==> config.mk <==
export PLATFORM = sky130hd
export DESIGN_NAME = srom_responder
export DESIGN_NICKNAME = d
export VERILOG_FILES = /design/src/rtl/srom_pkg.sv /design/src/rtl/srom_image.sv /design/src/rtl/srom_serial.sv /design/src/rtl/srom_responder.sv
export SDC_FILE = /design/constraint.sdc
export NUM_CORES = 1
export LEC_CHECK = 0
export ABC_AREA = 1
export BUFFER_PORTS_ARGS = -buffer_cell sky130_fd_sc_hd__clkbuf_2
export CORE_ASPECT_RATIO = 0.9
export CORE_MARGIN = 1.5
export CORE_UTILIZATION = 40
export DETAILED_ROUTE_END_ITERATION = 6
export PLACE_DENSITY = 0.6
export SLEW_MARGIN = 20
export SYNTH_ARGS = -nofsm -noshare
export SYNTH_HDL_FRONTEND = slang
export SYNTH_HIERARCHICAL = 1
export SYNTH_SLANG_ARGS = --single-unit
==> constraint.sdc <==
create_clock -name clk -period 2.24 [get_ports clk]
set_clock_uncertainty 0.2 [all_clocks]
set_input_delay 0.224 -clock clk [delete_from_list [all_inputs] [get_ports clk]]
set_output_delay 0.224 -clock clk [all_outputs]
set_load 0.03 [all_outputs]
==> src/rtl/srom_pkg.sv <==
package srom_pkg;

    localparam int OPC_BITS  = 3;
    localparam int WORD_BITS = 16;
    localparam logic [OPC_BITS-1:0] OPC_READ = 3'b110;

    // image layout, fixed because the host decodes it
    localparam int OFS_VERSION = 18;
    localparam int OFS_CHIPS   = 19;
    localparam int OFS_MAC     = 20;
    localparam int OFS_LEAF    = 27;
    localparam int LEAF_AT     = 30;

    typedef enum logic [1:0] {
        PH_OPCODE,
        PH_ADDRESS,
        PH_DATA
    } phase_e;

    function automatic logic [7:0] image_byte(input int idx, input logic [47:0] mac);
        logic [7:0] b;
        b = 8'h00;
        if (idx == OFS_VERSION)                        b = 8'd1;
        else if (idx == OFS_CHIPS)                     b = 8'd1;
        else if (idx >= OFS_MAC && idx < OFS_MAC + 6)  b = mac[8*(OFS_MAC + 5 - idx) +: 8];
        else if (idx == OFS_LEAF)                      b = 8'(LEAF_AT);
        else if (idx == OFS_LEAF + 1)                  b = 8'(LEAF_AT >> 8);
        return b;
    endfunction

endpackage

==> src/rtl/srom_image.sv <==
module srom_image #(
    parameter int          ROM_BYTES = 128,
    parameter logic [47:0] MAC_ADDR  = 48'h02_00_5E_10_20_30,
    localparam int         ADDR_W    = $clog2(ROM_BYTES / 2)
) (
    input  logic [ADDR_W-1:0] word_addr,
    output logic [15:0]       word
);
    import srom_pkg::*;

    logic [7:0] bytes_q [ROM_BYTES];

    for (genvar g = 0; g < ROM_BYTES; g++) begin : g_byte
        assign bytes_q[g] = image_byte(g, MAC_ADDR);
    end

    // high byte from the odd location, low byte from the even one
    assign word = {bytes_q[{word_addr, 1'b1}], bytes_q[{word_addr, 1'b0}]};

endmodule

==> src/rtl/srom_serial.sv <==
module srom_serial #(
    parameter int ADDR_W = 6
) (
    input  logic              clk,
    input  logic              rst,
    input  logic              wr_en,
    input  logic              wr_cs,
    input  logic              wr_sclk,
    input  logic              wr_din,
    input  logic [15:0]       word_i,
    output logic [ADDR_W-1:0] word_addr,
    output logic              dout
);
    import srom_pkg::*;

    localparam int FRAME_BITS = OPC_BITS + ADDR_W + WORD_BITS;
    localparam int CNT_W      = $clog2(FRAME_BITS + 1);
    localparam logic [CNT_W-1:0] OPC_END   = CNT_W'(OPC_BITS);
    localparam logic [CNT_W-1:0] ADDR_END  = CNT_W'(OPC_BITS + ADDR_W);
    localparam logic [CNT_W-1:0] ECHO_ZERO = CNT_W'(OPC_BITS + ADDR_W - 1);
    localparam logic [CNT_W-1:0] LAST_BIT  = CNT_W'(FRAME_BITS - 1);

    typedef struct packed {
        logic [CNT_W-1:0]    cnt;
        logic [OPC_BITS-1:0] opc;
        logic [ADDR_W-1:0]   addr;
        logic                started;
    } frame_t;

    frame_t st, base, nxt;
    logic   cs_q, dout_q, dout_n;
    logic   cs_rise, clk_bit;
    phase_e phase;

    assign cs_rise = wr_en && wr_cs && !cs_q;
    assign clk_bit = wr_en && wr_sclk;

    always_comb begin
        base = cs_rise ? '0 : st;
        if (base.cnt < OPC_END)       phase = PH_OPCODE;
        else if (base.cnt < ADDR_END) phase = PH_ADDRESS;
        else                          phase = PH_DATA;
    end

    always_comb begin
        nxt    = base;
        dout_n = dout_q;
        if (clk_bit && (wr_din || base.started)) begin
            case (phase)
                PH_OPCODE: begin
                    nxt.started = 1'b1;
                    nxt.opc     = {base.opc[OPC_BITS-2:0], wr_din};
                end
                PH_ADDRESS: begin
                    if (base.opc == OPC_READ) begin
                        dout_n   = (base.cnt != ECHO_ZERO);
                        nxt.addr = ADDR_W'({base.addr, wr_din});
                    end else begin
                        dout_n = 1'b0;
                    end
                end
                default: begin
                    if (base.opc == OPC_READ)
                        dout_n = word_i[4'(LAST_BIT - base.cnt)];
                    else
                        dout_n = 1'b0;
                end
            endcase
            nxt.cnt = base.cnt + 1'b1;
            if (base.cnt == LAST_BIT)
                nxt = '0;
        end
    end

    always_ff @(posedge clk) begin
        if (rst) begin
            st     <= '0;
            cs_q   <= 1'b0;
            dout_q <= 1'b0;
        end else begin
            st     <= nxt;
            dout_q <= dout_n;
            if (wr_en)
                cs_q <= wr_cs;
        end
    end

    assign word_addr = st.addr;
    assign dout      = dout_q;

    // no clock bit and no select rise means nothing moves
    assert_idle_hold_R2: assert property (@(posedge clk) disable iff (rst)
        (!clk_bit && !cs_rise) |=> ($stable(dout_q) && $stable(st)));

    // a select rise without a clock leaves an empty frame
    assert_cs_clear_R3: assert property (@(posedge clk) disable iff (rst)
        (cs_rise && !wr_sclk) |=> (st.cnt == '0 && !st.started));

    // opcode bits do not disturb data-out
    assert_opcode_hold_R5: assert property (@(posedge clk) disable iff (rst)
        (clk_bit && !cs_rise && st.cnt < OPC_END && (wr_din || st.started))
        |=> $stable(dout_q));

    // the final address bit of a read echoes a zero
    assert_echo_zero_R6: assert property (@(posedge clk) disable iff (rst)
        (clk_bit && !cs_rise && st.opc == OPC_READ && st.cnt == ECHO_ZERO) |=> !dout_q);

    // the last counted bit empties the frame
    assert_restart_R8: assert property (@(posedge clk) disable iff (rst)
        (clk_bit && !cs_rise && st.cnt == LAST_BIT) |=> (st.cnt == '0 && !st.started));

    // past the opcode, a non-read frame keeps data-out low
    assert_bad_op_low_R9: assert property (@(posedge clk) disable iff (rst)
        (clk_bit && !cs_rise && st.cnt >= OPC_END && st.opc != OPC_READ) |=> !dout_q);

endmodule

==> src/rtl/srom_responder.sv <==
module srom_responder #(
    parameter int          ROM_BYTES = 128,
    parameter logic [47:0] MAC_ADDR  = 48'h02_00_5E_10_20_30
) (
    input  logic clk,
    input  logic rst,
    input  logic wr_en,
    input  logic wr_cs,
    input  logic wr_sclk,
    input  logic wr_din,
    output logic dout
);
    localparam int ADDR_W = $clog2(ROM_BYTES / 2);

    logic [ADDR_W-1:0] word_addr;
    logic [15:0]       word;

    srom_image #(
        .ROM_BYTES (ROM_BYTES),
        .MAC_ADDR  (MAC_ADDR)
    ) u_image (
        .word_addr (word_addr),
        .word      (word)
    );

    srom_serial #(
        .ADDR_W (ADDR_W)
    ) u_serial (
        .clk       (clk),
        .rst       (rst),
        .wr_en     (wr_en),
        .wr_cs     (wr_cs),
        .wr_sclk   (wr_sclk),
        .wr_din    (wr_din),
        .word_i    (word),
        .word_addr (word_addr),
        .dout      (dout)
    );

endmodule

==> results.cfg <==
[hold_path]
hp-start = wr_din
holdPathEnd = u_serial/st[7]
whs_path_depth = 3
hold_path_class = input port to flip-flop

[place]
dp.cells = 230
dp_hpwl_um = 1968
routabilityCongestion = 0.7952
io_buffers = 6

[logic_synthesis]
netlist_instances = 195
synth_edf_count = 0
synth-seq-cells = 17
synth_simple_gate_area_share_pct = 41.64
async_flop_share_pct = 0
synth_top_family_by_area = simple AND/OR/NAND/NOR gates
synth_top_area_share_pct = 26.59
yosysTopAreaCell = dfxtp_1
ys.flop_type = dfxtp_1
syn_avg_cell_area_sq_um = 6.564
ys_seq_area_share_pct = 26.59
syn_area_sq_um = 1280
synth_xor_area_share_pct = 0.6843
synth_fa_ha_area_share_pct = 1.955
yosys-top-cells-area = dfxtp_1, nand2_1, buf_4, nand3_1, nor2_1
yosys_warnings = 6
ys_types = 25
synth_compound_area_share_pct = 10.26
muxShareOfSynthArea_pct = 0

[global_routing]
grt_remaining_overflow = 0
grt_antenna_before_repair = 0
grt.total_usage_pct = 15.53
grt_pass1_wl_um = 4436
grt_max_degree = 13
grt_pass1_vias = 1022

[job]
drv_cap = 0

[sta]
post-route-min-period_ns = 1.946
hold_violations = 0
setup_tns_ns = 0
max_clock_freq_ghz = 0.5140
period_share_pct = 86.85
grt_setup_unrepaired = no
slew_violations = 0
setup_violations = 0

[setup_path]
cp_top_family = simple AND/OR/NAND/NOR gates
cpPeakStageDelay_ns = 0.39
cp_max_fo = 9
timing.rr.end = u_serial/dout
worst-path-buf-inv = 2
path_class = flip-flop to flip-flop
r2r_setup_slack_ns = 0.29
slowest_stage = ha_2
startpoint_type = flip-flop
worstSetupEndpointType = flip-flop
crit_chain = inv_1 -> nand3_4 -> nand2_2 -> ha_2 -> inv_1 -> nand3_1 -> nand3_1 -> nand3_1 -> nand2_1 -> nand2_1 -> nand2_1 -> a21oi_1
cp_data_arrival_time_ns = 1.97
critPathRequiredTime_ns = 2.27
ff2ff_path_depth = 12
reg2reg_from = u_serial/cs_q

[cells_and_area]
fin_cells = 235
layout_common_cells = nand2_1, nand3_1, nor2_1
utilization_pct = 42.85
area_delta_synth_final_pct = 1.857
antennaDiodeCount = 0
fillers = 338
multi_input_area_sq_um = 719.4
seqCellArea_sq_um = 340.3
final_common_cell = nand2_1
nets = 202
drive_gt1_share_pct = 17.62

[detailed_routing]
viasPerCell = 4.774
drt_drc_violations_left = 0
drt_iter0_drc = 39
routed_wl_um = 2463
wl_per_cell_um = 10.48
routed-via-count = 1122
dr.pass1.iters = 4
ant_nets = 0

[clock_tree]
root_buffer = clkbuf_4
htreeDepth = 1
cts_tree = done
clk_pin_slew_ns = 0.11
cts.sinks = 17
cts_setup_buffers = 0
cts_buffers = 3
clock_latency_ns = 0.29
clockBufferDepth = 2

[die]
initial_utilization_pct = 42.06
die_area_sq_um = 3549
die_h_um = 56.67
core-area_sq_um = 3043
num_rows = 19
ios = 7
die_x_um = 62.63

[power_and_ir_drop]
irDropWorstVdd_v = 0.0002485
p_leak_uw = 0.0005345
power.density_nw_per_um2 = 438.9

[run_status]
outcome = completed
cell type report:
cell class | instances | share of cell area, %
inverter | 21 | 6.046
sequential | 17 | 26.10
tap | 42 | 4.031
clock buffer | 3 | 1.727
clock inverter | 1 | 0.3839
timing repair buffer | 13 | 6.526
multi-input combinational | 138 | 55.18
worst max path at each step:
stage,cells after the start,slack [ns],to,startpoint
2_1_floorplan,13,0.31,u_serial/dout,u_serial/cs_q
3_3_place_gp,12,0.29,u_serial/dout,u_serial/cs_q
3_5_place_dp,12,0.23,u_serial/dout,u_serial/cs_q
4_1_cts,12,0.20,u_serial/dout,u_serial/cs_q
5_1_grt,10,0.08,u_serial/word_addr[0],u_serial/cs_q
6_report,12,0.29,u_serial/dout,u_serial/cs_q
worst min-delay path, stage by stage:
cell and delay (ns):
clkbuf_2 0.10, inv_1 0.07, a211oi_1 0.07
power by group:
| group | internal (uW) | total [uW] | switching (uW) |
|---|---|---|---|
| logic | 35.2 | 92.9 | 57.6 |
| registers | 309 | 312 | 3.14 |
| clock network | 66.3 | 168 | 101 |
| total | 410 | 572 | 162 |
synthesized netlist by cell type, types with 2 or more instances:
library cell  count
nand2_1          39
nand3_1          28
nor2_1           23
buf_4            19
inv_1            18
dfxtp_1          17
a21oi_1           9
a211oi_1          6
nor2_2            5
nor3_1            5
nand3_2           4
inv_2             3
o21ai_0           3
ha_1              2
nand2_2           2
nand4_1           2
o21a_1            2
stage by stage:
stage                     power (uW)  instance area [sq um]  hold WS [ns]  setup WS (ns)
after floorplan                387.7                   1287       0.09307         0.3107
after global placement         405.8                   1256        0.2144         0.2880
after detailed placement       408.0                   1256        0.2164         0.2282
after CTS                      578.3                   1294     0.0009288         0.2024
after global routing           607.9                   1304       0.01798        0.07706
final                          572.2                   1304       0.01485         0.2945
sequential cells by signal, indices dropped and copies added, names as in the netlist:
| signal | cells |
|---|---|
| u_serial/dout | 1 |
| u_serial/cs_q | 1 |
| u_serial/word_addr | 6 |
| u_serial/st | 9 |
routing by layer:
metal	vias to the layer above	share of wire [%]	global-route usage [%]
met4	0	0.65	6.667
met2	11	47	24.88
li1	613	-	-
met1	496	51	21.57
met5	-	0	0
met3	2	1.6	1.202
cell families (layout without fill, tap and decap cells):
family / after synthesis / count (layout)
adder cells (fa/ha/maj): 2 / 2
AO/OA/AOI/OAI: 21 / 21
other: 1 / 3
buffers and inverters: 42 / 38
AND/OR/NAND/NOR: 111 / 111
flip-flops: 17 / 17
XOR/XNOR: 1 / 1
what timing repair did:
item                                   in CTS  in global routing
gates resized for setup                     0                  2
endpoints found under the hold margin       2                  0
setup endpoints to repair                   0                  2
hold buffers                                1                  0
Power figures use the tool's default switching activity.
